File: src/rtl/shadow_pkg.sv
package shadow_pkg;

    // Routing attributes held for one segment
    typedef struct packed {
        logic rd_dram;
        logic wr_dram;
    } seg_attr_t;

    // Registered routing decision for one access
    typedef struct packed {
        logic dram;
        logic fwd;
        logic drop;
    } route_t;

endpackage

File: src/rtl/shadow_attr_regs.sv
module shadow_attr_regs
    import shadow_pkg::*;
#(
    parameter int SEG_W = 4
) (
    input  logic             clk,
    input  logic             rst_n,
    input  logic             cfg_we,
    input  logic [SEG_W-1:0] cfg_seg,
    input  seg_attr_t        cfg_attr,
    input  logic [SEG_W-1:0] look_seg,
    output seg_attr_t        look_attr
);
    localparam int NUM_SEG = 1 << SEG_W;

    seg_attr_t attr_d [NUM_SEG];
    seg_attr_t attr_q [NUM_SEG];

    for (genvar i = 0; i < NUM_SEG; i++) begin : g_seg
        localparam logic [SEG_W-1:0] IDX = SEG_W'(i);

        always_comb begin
            attr_d[i] = attr_q[i];
            if (cfg_we && (cfg_seg == IDX)) begin
                attr_d[i] = cfg_attr;
            end
        end

        always_ff @(posedge clk or negedge rst_n) begin
            if (!rst_n) begin
                attr_q[i] <= '0;
            end else begin
                attr_q[i] <= attr_d[i];
            end
        end
    end

    // Lookup uses the stored value, so a same-cycle write is not yet visible
    assign look_attr = attr_q[look_seg];

endmodule

File: src/rtl/shadow_decode.sv
module shadow_decode #(
    parameter int                ADDR_W    = 32,
    parameter int                SEG_SHIFT = 14,
    parameter int                SEG_W     = 4,
    parameter logic [ADDR_W-1:0] WIN_BASE  = 32'h000C_0000
) (
    input  logic [ADDR_W-1:SEG_SHIFT] addr_hi,
    output logic                      in_win,
    output logic [SEG_W-1:0]          seg
);
    localparam int TAG_LSB = SEG_SHIFT + SEG_W;

    always_comb begin
        in_win = (addr_hi[ADDR_W-1:TAG_LSB] == WIN_BASE[ADDR_W-1:TAG_LSB]);
        seg    = addr_hi[TAG_LSB-1:SEG_SHIFT];
    end

endmodule

File: src/rtl/shadow_route_sel.sv
module shadow_route_sel
    import shadow_pkg::*;
(
    input  logic      valid,
    input  logic      in_win,
    input  logic      write,
    input  seg_attr_t attr,
    output route_t    route
);
    logic to_dram;

    always_comb begin
        to_dram = write ? attr.wr_dram : attr.rd_dram;
        route   = '0;
        if (valid && in_win) begin
            route.dram = to_dram;
            route.fwd  = !to_dram;
            route.drop = write && attr.rd_dram && !attr.wr_dram;
        end
    end

endmodule

File: src/rtl/shadow_router.sv
module shadow_router
    import shadow_pkg::*;
#(
    parameter int                ADDR_W    = 32,
    parameter int                SEG_SHIFT = 14,
    parameter int                SEG_W     = 4,
    parameter logic [ADDR_W-1:0] WIN_BASE  = 32'h000C_0000
) (
    input  logic              clk,
    input  logic              rst_n,
    input  logic              cfg_we,
    input  logic [SEG_W-1:0]  cfg_seg,
    input  logic              cfg_rd_dram,
    input  logic              cfg_wr_dram,
    input  logic              acc_valid,
    input  logic              acc_write,
    input  logic [ADDR_W-1:0] acc_addr,
    output logic              dram_sel,
    output logic              fwd_sel,
    output logic              wr_drop
);
    typedef struct packed {
        route_t route;
    } state_t;

    state_t           state_d;
    state_t           state_q;
    logic             in_win;
    logic [SEG_W-1:0] hit_seg;
    seg_attr_t        cfg_attr;
    seg_attr_t        cur_attr;
    route_t           next_route;
    logic             unused_lo;

    assign unused_lo = ^acc_addr[SEG_SHIFT-1:0];

    always_comb begin
        cfg_attr.rd_dram = cfg_rd_dram;
        cfg_attr.wr_dram = cfg_wr_dram;
    end

    shadow_decode #(
        .ADDR_W   (ADDR_W),
        .SEG_SHIFT(SEG_SHIFT),
        .SEG_W    (SEG_W),
        .WIN_BASE (WIN_BASE)
    ) u_decode (
        .addr_hi(acc_addr[ADDR_W-1:SEG_SHIFT]),
        .in_win (in_win),
        .seg    (hit_seg)
    );

    shadow_attr_regs #(
        .SEG_W(SEG_W)
    ) u_attr (
        .clk      (clk),
        .rst_n    (rst_n),
        .cfg_we   (cfg_we),
        .cfg_seg  (cfg_seg),
        .cfg_attr (cfg_attr),
        .look_seg (hit_seg),
        .look_attr(cur_attr)
    );

    shadow_route_sel u_sel (
        .valid (acc_valid),
        .in_win(in_win),
        .write (acc_write),
        .attr  (cur_attr),
        .route (next_route)
    );

    always_comb begin
        state_d       = state_q;
        state_d.route = next_route;
    end

    always_ff @(posedge clk or negedge rst_n) begin
        if (!rst_n) begin
            state_q <= '0;
        end else begin
            state_q <= state_d;
        end
    end

    assign dram_sel = state_q.route.dram;
    assign fwd_sel  = state_q.route.fwd;
    assign wr_drop  = state_q.route.drop;

endmodule

File: config.mk
export PLATFORM = sky130hd
export DESIGN_NAME = shadow_router
export DESIGN_NICKNAME = d
export VERILOG_FILES = /design/src/rtl/shadow_pkg.sv /design/src/rtl/shadow_attr_regs.sv /design/src/rtl/shadow_decode.sv /design/src/rtl/shadow_route_sel.sv /design/src/rtl/shadow_router.sv
export SDC_FILE = /design/constraint.sdc
export NUM_CORES = 1
export LEC_CHECK = 0
export BUFFER_PORTS_ARGS = -buffer_cell sky130_fd_sc_hd__clkbuf_2
export CAP_MARGIN = 20
export CORE_ASPECT_RATIO = 1.1
export CORE_UTILIZATION = 50
export CTS_BUF_LIST = sky130_fd_sc_hd__clkbuf_8
export DETAILED_ROUTE_END_ITERATION = 10
export GPL_ROUTABILITY_DRIVEN = 0
export PLACE_DENSITY = 0.76
export SLEW_MARGIN = 0
export SYNTH_ARGS = -nofsm -noshare
export SYNTH_HDL_FRONTEND = slang
export SYNTH_SLANG_ARGS = --single-unit
File: constraint.sdc
create_clock -name clk -period 3.1 [get_ports clk]
set_clock_uncertainty 0.1 [all_clocks]
set_input_delay 0.31 -clock clk [delete_from_list [all_inputs] [get_ports clk]]
set_output_delay 0.31 -clock clk [all_outputs]
set_load 0.005 [all_outputs]
==> results of run 1 <==
## final cells by class
class | count | area (um^2)
well taps | 48 | 60.1
flip-flops and latches | 35 | 876
repair buffers | 31 | 155
clock inverters | 3 | 12.5
clock buffers | 5 | 68.8
multi-input cells | 103 | 877
fillers | 297 | 1340
## path summary, 6_finish.rpt
kind                                    from                 to
max                             acc_addr[16]            wr_drop
min                                    rst_n  u_attr.attr_q[31]
max reg2reg                 u_attr.attr_q[4]            wr_drop
min reg2reg                u_attr.attr_q[11]  u_attr.attr_q[11]
max in group asynchronous              rst_n  u_attr.attr_q[17]
min in group clk                   acc_write            wr_drop
## cells by family after synthesis
group,count (synthesis)
compound gates,5
mux,50
flops,35
simple gates,48
buf+inv,4
## layer usage
metal | track usage (%) | wire length (um) | vias up
met5 | 0 | 0 | -
met4 | 8.93 | 48 | 0
met3 | 4.99 | 155 | 5
met2 | 34.7 | 1640 | 35
met1 | 24.8 | 1480 | 603
li1 | - | - | 579
## cell usage in the layout, fill, tap and decap left out
cell type  instances
o211ai_2           1
nand4_1            2
nor3_1             2
mux2i_1           16
or2_2              1
mux2_2             3
a22oi_1            2
nand3b_1           3
clkbuf_2          31
a31oi_1            1
and2b_1            1
clkbuf_8           5
inv_1              2
mux2_1            29
nor3b_2            2
o22a_1             1
nor2_1            12
nor3b_1            1
nand2b_1           7
clkinv_2           1
nor4_1             1
and3_1             2
nand3_1            4
mux4_2             2
nand2_1            6
dfrtp_1           35
nor2b_1            3
nor4b_1            1
## power by group
| group | leakage (nW) | total (mW) | internal [mW] | switching [mW] |
|---|---|---|---|---|
| Sequential | 0.434 | 0.603 | 0.554 | 0.0493 |
| Combinational | 0.479 | 0.218 | 0.119 | 0.0988 |
| Clock | 0.0505 | 0.306 | 0.151 | 0.155 |
| Total | 0.964 | 1.13 | 0.824 | 0.303 |
## state kept, by name, summed over array words and instances, names as in the netlist
| signal | count |
|---|---|
| fwd_sel | 1 |
| dram_sel | 1 |
| wr_drop | 1 |
| u_attr.attr_q | 32 |
## metrics by stage
stage | instances | setup WS [ns] | power, mW | hold WS (ns)
3_3_place_gp | 217 | 1.03 | 0.814 | 0.343
2_1_floorplan | 142 | 1.39 | 0.753 | -0.0856
6_report | 225 | 1.32 | 1.13 | 0.0239
3_5_place_dp | 217 | 1.01 | 0.832 | 0.358
4_1_cts | 225 | 1.32 | 1.14 | 0.0471
5_1_grt | 225 | 1.24 | 1.19 | 0.0994
==> metrics.md, run 1 <==
| Metric | Value |
|---|---|
| CTS root buf | `clkbuf_8` |
| Setup slack, reg-to-reg | `roughly 1.5 ns` |
| CP Max Fanout | `16` |
| Maximum clock rate | `roughly 560 MHz` |
| Synth-to-layout area growth | `14.4%` |
| Post-route cell area | `0.00205 mm^2` |
| Crit end category | `flip-flop` |
| Drt first pass iters | `4` |
| Most common library cells after synthesis | `dfrtp_1 (35), mux2_1 (29), mux2i_1 (16), nor2_1 (12), nand2b_1 (7)` |
| DRT iter0 DRCs | `27` |
| Asr flop ratio synth | `100%` |
| Overflow after GRT | `0` |
| CP cell instances | `clkbuf_2, mux2i_1, mux4_2, nor3b_2, a31oi_1, nor3b_2` |
| Post-synthesis simple-gate area fraction | `about 15%` |
| Die area | `~0.0038 mm^2` |
| I/O Buffers | `31` |
| Cts repair resizes | `0` |
| # setup viols final | `0` |
| WL final | `between 3000 and 4000 um` |
| Clk_lat worst skew | `between 0.2 and 0.3 ns` |
| Status | `finished clean` |
| Yosys top cell area share | `around 49%` |
| Boundary Pins | `between 40 and 50` |
| Most frequent cell after synthesis | `dfrtp_1` |
| Die X | `~59 um` |
| Primary FF master, synth | `dfrtp_1` |
| Maximum VDD drop | `0.320 mV` |
| Critical Path AT | `1.85 ns` |
| Crit share post-route | `between 50% and 60%` |
| Crit path depth | `6` |
| Antenna Violating Nets Remaining | `0` |
| Die Y | `64.8 um` |
| CP bufs+invs | `1` |
| Postcts setup bufs | `0` |
| Avg WL per Cell | `~15 um` |
| CTS max path bufs | `2` |
| Delay-heaviest family, CP | `multiplexers` |
| Syn Inst Count | `142` |
| Fin util | `around 61%` |
| Final hold vios | `0` |
| Power Density | `roughly 550 mW/mm^2` |
| Inserted Diodes | `0` |
| Vias | `approximately 1.2k` |
| Rel. slew slack | `between 40% and 50%` |
| Layout cell share with drive strength beyond 1 | `about a quarter` |
| Post-Synth XOR/XNOR Area | `0%` |
| Std cell rows | `22` |
| Worst Hold Class | `in2async` |
| CP peak stage delay | `slightly above 0.5 ns` |
| # DRC | `0` |
| Max-slew violation count | `0` |
| Placed inst area | `between 0.0015 and 0.002 mm^2` |
| First-pass GRT wire length | `5730 um` |
| CTS tree | `done` |
| Post-synthesis mux area share | `a little under a third` |
| Yosys warning count | `0` |
| Worst Tran Pin Value | `approximately 0.86 ns` |
| Largest net degree at the start of global routing | `36` |
| Clock transition at path regs | `approximately 0.070 ns` |
| Antenna violations before repair | `0` |
| Worst Path Required | `~3.2 ns` |
| Post-Synth Adder-Cell Area | `0%` |
| Synth Net Count | `185` |
| Worst path most repeated cell | `nor3b_2` |
| Area leader, netlist | `dfrtp_1` |
| Cts-stage hold buffer count | `0` |
| Max-cap violations | `0` |
| Core area | `around 0.0034 mm^2` |
| Setup tns final | `0 ns` |
| Post-synthesis area per instance | `~13 um^2` |
| Post-synth EDFFs | `0` |
| Number of global-route vias before repair | `roughly 1.3k` |
| Initial Util | `around 53%` |
| Synth cell types | `27` |
| H-tree depth | `2` |
| Synth Area in Compound Gates | `2.37%` |
| FF+latch count, synth | `35` |
| Reg2reg path depth | `5` |
| Slowest CP cell | `mux4_2` |
| Top post-synthesis cells by area | `dfrtp_1 (49%), mux2_1 (18%), mux2i_1 (8.9%)` |
| Clock Sinks | `35` |
| CP Launch Type | `input port` |
| Tmin final | `approximately 1.8 ns` |
| Tot GR Track Use | `about a fifth` |
| RSZ-0062 raised after global routing | `false` |
| Pleak | `a little under 1 nW` |
| Via density | `about 5.4` |
| Nets | `between 200 and 250` |
| Synthesized area | `about 0.0018 mm^2` |
| Register area share after synthesis | `between 40% and 50%` |
| CTS buffer count | `5` |
| Largest family of logic cells by synthesized area | `multiplexers` |
| Post-DP HPWL | `approximately 2500 um` |
| Setup CP Type | `in2reg` |
(Power assumes the default switching activity.)
==> run 2: changes to the inputs <==
--- a/config.mk
+++ b/config.mk
@@ -5,6 +5,7 @@
 export SDC_FILE = /design/constraint.sdc
 export NUM_CORES = 1
 export LEC_CHECK = 0
+export ABC_AREA = 1
 export BUFFER_PORTS_ARGS = -buffer_cell sky130_fd_sc_hd__clkbuf_2
 export CAP_MARGIN = 20
 export CORE_ASPECT_RATIO = 1.1
@@ -12,7 +13,7 @@
 export CTS_BUF_LIST = sky130_fd_sc_hd__clkbuf_8
 export DETAILED_ROUTE_END_ITERATION = 10
 export GPL_ROUTABILITY_DRIVEN = 0
-export PLACE_DENSITY = 0.76
+export PLACE_DENSITY = 0.75
 export SLEW_MARGIN = 0
 export SYNTH_ARGS = -nofsm -noshare
 export SYNTH_HDL_FRONTEND = slang
==> constraint.sdc (replaced) <==
create_clock -name clk -period 1.8 [get_ports clk]
set_clock_uncertainty 0.1 [all_clocks]
set_input_delay 0.18 -clock clk [delete_from_list [all_inputs] [get_ports clk]]
set_output_delay 0.18 -clock clk [all_outputs]
set_load 0.005 [all_outputs]
==> metrics.md, run 2 <==
| Metric | Value |
|---|---|
| Most frequent cells in the layout | `nand2_1 (92), dfrtp_1 (35), inv_1 (34)` |
| Cts repair resizes | `0 (unchanged)` |
| Maximum clock rate | `around 820 MHz` |
| Yosys warning count | `0 (unchanged)` |
| Yosys top cell area share | `46.4% (-2.4 points)` |
| Die Y | `66.4 um (+2.5%)` |
| Die X | `60.6 um (+2.5%)` |
| Hold path cells | `3` |
| Register area share after synthesis | `46.4% (-2.4 points)` |
| Number of global-route vias before repair | `1478 (+14%)` |
| RSZ-0062 raised after global routing | `false` |
| Postcts setup bufs | `0 (unchanged)` |
| Synth cell types | `18 (-33%)` |
| # setup viols final | `0 (unchanged)` |
| Asr flop ratio synth | `100% (unchanged)` |
| Max-cap violations | `0 (unchanged)` |
| CTS buffer count | `5 (unchanged)` |
| Origin of the critical flop-to-flop path | `u_attr.attr_q[20]` |
| HP Start | `cfg_wr_dram` |
| Clk_lat worst skew | `0.29 ns (about the same)` |
| Setup tns final | `0 ns (unchanged)` |
| Reg2reg end | `dram_sel` |
| Synth Net Count | `297 (+61%)` |
| Largest net degree at the start of global routing | `19 (-47%)` |
| WL final | `3930 um (+18%)` |
| Core area | `0.00363 mm^2 (+7.1%)` |
| Rel. slew slack | `65.6% (+23 points)` |
| CP Max Fanout | `2 (-14)` |
| Post-synthesis area per instance | `7.42 um^2 (-41%)` |
| Cts-stage hold buffer count | `1 (+1)` |
| Crit end category | `flip-flop` |
| Critical Path AT | `1.29 ns (-0.56 ns)` |
| Inserted Diodes | `0 (unchanged)` |
| Pleak | `1.16 nW (+21%)` |
| H-tree depth | `2 (unchanged)` |
| Antenna violations before repair | `0 (unchanged)` |
| Primary FF master, synth | `dfrtp_1` |
| Worst Hold Class | `in2reg` |
| CTS max path bufs | `2 (unchanged)` |
| First-pass GRT wire length | `6430 um (+12%)` |
| Layout cell share with drive strength beyond 1 | `21.0% (-5.0 points)` |
| FF+latch count, synth | `35 (unchanged)` |
| Most common library cells after synthesis | `nand2_1 (92), dfrtp_1 (35), inv_1 (33), o21ai_0 (33), nand3_1 (18)` |
| Avg WL per Cell | `11.6 um (-22%)` |
| WHS | `0.0453 ns (+0.0213 ns)` |
| Overflow after GRT | `0 (unchanged)` |
| Post-synth EDFFs | `0 (unchanged)` |
| Nets | `332 (+52%)` |
| Initial Util | `52.0% (-0.92 points)` |
| Vias | `1682 (+38%)` |
| CP Launch Type | `flip-flop` |
| Setup slack, reg-to-reg | `0.58 ns (-0.95 ns)` |
| Clock transition at path regs | `0.07 ns (about the same)` |
| Reg with most FFs | `u_attr.attr_q` |
| Reg2reg path depth | `8 (+3)` |
| Commonest non-fill, non-tap cell in the layout | `nand2_1` |
| Setup CP Type | `reg2reg` |
| Placed inst area | `0.00208 mm^2 (+5.7%)` |
| Synth-to-layout area growth | `16.2%` |
| CTS root buf | `clkbuf_8` |
| Worst hold endpoint | `u_attr.attr_q[2]` |
| Via density | `4.95 (-8.9%)` |
| DP Cell Count | `331 (+53%)` |
| Syn Inst Count | `254 (+79%)` |
| Most frequent cell after synthesis | `nand2_1` |
| Drt first pass iters | `5 (+1)` |
| Max-slew violation count | `0 (unchanged)` |
| Die area | `0.00402 mm^2 (+5.1%)` |
| Maximum VDD drop | `0.527 mV (+64%)` |
| Top post-synthesis cells by area | `dfrtp_1 (46%), nand2_1 (18%), o21ai_0 (8.8%)` |
| Number of filler cells placed in the layout | `347 (+17%)` |
| I/O Buffers | `31 (unchanged)` |
| Tmin final | `1.22 ns` |
| CTS tree | `done` |
| Clock Sinks | `35 (unchanged)` |
| Final std cells w/o fill | `340 (+51%)` |
| Boundary Pins | `46 (unchanged)` |
| Post-route cell area | `0.00219 mm^2 (+6.9%)` |
| Power Density | `928 mW/mm^2 (+69%)` |
| Max reg flops | `32 (unchanged)` |
| Worst Tran Pin Value | `0.516 ns (-0.341 ns)` |
| Status | `finished clean` |
| DRT iter0 DRCs | `61 (+130%)` |
| Antenna Violating Nets Remaining | `0 (unchanged)` |
| Synthesized area | `0.00189 mm^2 (+5.2%)` |
| Worst Path Required | `1.88 ns (-1.29 ns)` |
| Post-DP HPWL | `2870 um (+16%)` |
| # DRC | `0 (unchanged)` |
| Crit share post-route | `a little under 70%` |
| Area leader, netlist | `dfrtp_1` |
| Overall power | `2.03 mW (+80%)` |
| Std cell rows | `23 (+4.5%)` |
| Final hold vios | `0 (unchanged)` |
| Tot GR Track Use | `22.4% (+1.8 points)` |
-- run 2: worst max-delay path by stage --
stage                      start  depth (start not counted)  endpoint
6_report       u_attr.attr_q[20]                          8  dram_sel
3_3_place_gp        acc_addr[14]                         10   fwd_sel
3_5_place_dp        acc_addr[14]                         10   fwd_sel
4_1_cts        u_attr.attr_q[20]                          8  dram_sel
2_1_floorplan       acc_addr[14]                         11   fwd_sel
5_1_grt             acc_addr[14]                         11   fwd_sel
-- run 2: metal layers --
metal,global-route usage (%),share of wire (%),up-vias
met5,0,0,-
met2,36.8,47,59
met1,28.2,44,754
met3,5.28,7.6,6
li1,-,-,863
met4,8.24,1.5,0
-- run 2: worst max-delay path, cell delays in order (launching register included) --
cell and delay (ns):
dfrtp_1 0.39, inv_1 0.05, nand2_1 0.05, nand3_1 0.11, nand3_1 0.10, nand3_2 0.11, nand3_2 0.08, nand2_1 0.08
nor2_1 0.04
-- run 2: metrics by stage --
stage	setup slack, ns	util [%]
floorplan	0.652	-
global placement	0.302	57.4
detailed placement	0.295	57.4
CTS	0.585	60.4
global route	0.455	60.4
finish	0.583	60.4
-- run 2: power by group --
| part | total [mW] | switching [mW] | internal [mW] |
|---|---|---|---|
| clock network | 0.616 | 0.273 | 0.343 |
| logic | 0.405 | 0.241 | 0.164 |
| registers | 1.01 | 0.0756 | 0.936 |
-- run 2: area by class of cell --
type	instances	area [um^2]	area share (%)
flip-flops and latches	35	876	40.0
well taps	50	62.6	2.86
multi-input cells	178	823	37.6
clock buffers	7	96.3	4.40
inverters	35	136	6.23
clock inverters	1	3.75	0.171
repair buffers	34	193	8.79
-- run 2: kinds of logic (layout without fill, tap and decap cells) --
group	after synthesis	in the layout	synth area share [%]
simple gates	145	145	34.9
compound gates	33	33	8.76
flops	35	35	46.4
buf+inv	41	77	9.89
==> run 3: changes to the inputs <==
==> constraint.sdc (replaced) <==
create_clock -name clk -period 1.2 [get_ports clk]
set_clock_uncertainty 0.1 [all_clocks]
set_input_delay 0.12 -clock clk [delete_from_list [all_inputs] [get_ports clk]]
set_output_delay 0.12 -clock clk [all_outputs]
set_load 0.005 [all_outputs]
==> metrics.md, run 3 (synthesis gave the netlist of run 2 again) <==
| Metric | Value |
|---|---|
| Pleak | `1.27 nW (+9.6%)` |
| Max-slew violation count | `0 (unchanged)` |
| DRT iter0 DRCs | `105 (+72%)` |
| Reg with most FFs | `u_attr.attr_q` |
| Die area | `0.00402 mm^2 (unchanged)` |
| Number of global-route vias before repair | `1590 (+7.6%)` |
| Status | `finished clean` |
| Final std cells w/o fill | `361 (+6.2%)` |
| Fin util | `65.7% (+5.3 points)` |
| Final hold vios | `0 (unchanged)` |
| Antenna violations before repair | `0 (unchanged)` |
| Worst Path Required | `1.32 ns (-0.56 ns)` |
| Post-DP HPWL | `2860 um (-0.39%)` |
| Die Y | `66.4 um (unchanged)` |
| Worst setup margin | `0.0306 ns (-0.553 ns)` |
| I/O Buffers | `31 (unchanged)` |
| Maximum VDD drop | `0.739 mV (+40%)` |
| Clk_lat worst skew | `0.29 ns (about the same)` |
| Avg WL per Cell | `11.5 um (-0.62%)` |
| CTS max path bufs | `2 (unchanged)` |
| Vias | `1768 (+5.1%)` |
| CTS buffer count | `5 (unchanged)` |
| Tot GR Track Use | `23.6% (+1.2 points)` |
| Most frequent cells in the layout | `nand2_1 (91), dfrtp_1 (35), o21ai_0 (32)` |
| Crit end category | `flip-flop` |
| # DRC | `0 (unchanged)` |
| Layout cell share with drive strength beyond 1 | `28.9% (+7.9 points)` |
| WL final | `4150 um (+5.5%)` |
| Setup CP Type | `reg2reg` |
| CP Max Fanout | `2 (unchanged)` |
| Maximum clock rate | `855 MHz (+4.1%)` |
| H-tree depth | `2 (unchanged)` |
| Std cell rows | `23 (unchanged)` |
| Drt first pass iters | `4 (-1)` |
| RSZ-0062 raised after global routing | `true` |
| Commonest non-fill, non-tap cell in the layout | `nand2_1` |
| DP Cell Count | `340 (+2.7%)` |
| CP peak stage delay | `0.41 ns (+0.02 ns)` |
| Tmin final | `1.17 ns (-0.0474 ns)` |
| First-pass GRT wire length | `6880 um (+7.0%)` |
| Boundary Pins | `46 (unchanged)` |
| CTS tree | `done` |
| Rel. slew slack | `70.7% (+5.1 points)` |
| CTS root buf | `clkbuf_8` |
| Worst Tran Pin Value | `0.440 ns (-0.0762 ns)` |
| Initial Util | `52.0% (unchanged)` |
| Synth-to-layout area growth | `26.3%` |
| Core area | `0.00363 mm^2 (unchanged)` |
| Crit share post-route | `97.5% (+30 points)` |
| CP Launch Type | `flip-flop` |
| Nets | `353 (+6.3%)` |
| Clock Sinks | `35 (unchanged)` |
| Overflow after GRT | `0 (unchanged)` |
| Power Density | `1290 mW/mm^2 (+39%)` |
| Via density | `4.90 (-1.0%)` |
| Max-cap violations | `0 (unchanged)` |
| Slowest CP cell | `dfrtp_1` |
| Post-place setup slack | `-0.0544 ns (-0.350 ns)` |
| Max reg flops | `32 (unchanged)` |
| Clock transition at path regs | `0.07 ns (about the same)` |
| Critical Path AT | `1.29 ns (about the same)` |
| Die X | `60.6 um (unchanged)` |
| Worst Hold Class | `in2reg` |
| # setup viols final | `0 (unchanged)` |
| Largest net degree at the start of global routing | `36 (+17)` |
| CP cell instances | `nand2_1, nand2_1, nand2_1, nand3_2, nand3_2, nand2_2, nand2_1, nand2_1, nor2_2` |
| Setup tns final | `0 ns (unchanged)` |
| Worst path most repeated cell | `nand2_1` |
| Inserted Diodes | `0 (unchanged)` |
| Antenna Violating Nets Remaining | `0 (unchanged)` |
[run 3: cell count changes in the layout (fill, tap and decap cells not counted), sizes merged]
cell         previous run  this run
inv                    36        37
buf                     2        20
clkinv                  0         1
dlygate4sd3             1         4
clkbuf                 38        36
[run 3: stage by stage]
| step | instance area, um^2 | hold slack (ns) | total power, mW |
|---|---|---|---|
| finish | 2380 | 0.0974 | 3.07 |
| global route | 2380 | 0.113 | 3.30 |
| CTS | 2280 | 0.0973 | 2.97 |
| detailed placement | 2160 | 0.0810 | 2.17 |
| global placement | 2160 | 0.0752 | 2.15 |
| floorplan | 1890 | -0.276 | 1.96 |
[run 3: final timing paths]
path | cells past startpoint | from | end | slack, ns
max | 9 | u_attr.attr_q[15] | fwd_sel | 0.03
min | 5 | acc_addr[21] | wr_drop | 0.1
max reg2reg | 9 | u_attr.attr_q[15] | fwd_sel | 0.03
min reg2reg | 2 | u_attr.attr_q[28] | u_attr.attr_q[28] | 0.39
max in group asynchronous | 3 | rst_n | wr_drop | 0.39
min in group asynchronous | 3 | rst_n | dram_sel | 0.29
[run 3: metal layers]
layer  global-route usage (%)  routed length (um)  vias up
li1                         -                   -      904
met1                     28.9                1820      806
met2                     37.1                2020       51
met3                     6.46                 239        7
met4                     13.1                  70        0
met5                        0                   0        -
[run 3: power by group]
part	internal (mW)	switching (mW)
registers	1.40	0.121
logic	0.352	0.400
clock network	0.390	0.403
[run 3: layout make-up]
| cell class | instances | area, um^2 |
|---|---|---|
| Clock buffer | 5 | 68.8 |
| Timing Repair Buffer | 55 | 370 |
| Tap cell | 50 | 62.6 |
| Sequential cell | 35 | 876 |
| Clock inverter | 3 | 12.5 |
| Fill cell | 308 | 1240 |
| Inverter | 35 | 136 |
| Multi-Input combinational cell | 178 | 856 |
[run 3: critical path, delay by kind of cell (launching register included)]
family / cells / cell delay (ns)
DFF: 1 / 0.41
and+or+nand+nor: 9 / 0.59
[run 3: timing repair]
item,4_1_cts,5_1_grt
gates resized for setup,0,13
hold buffers,4,0
setup buffers,0,9
endpoints found under the hold margin,40,0
setup endpoints to repair,0,3
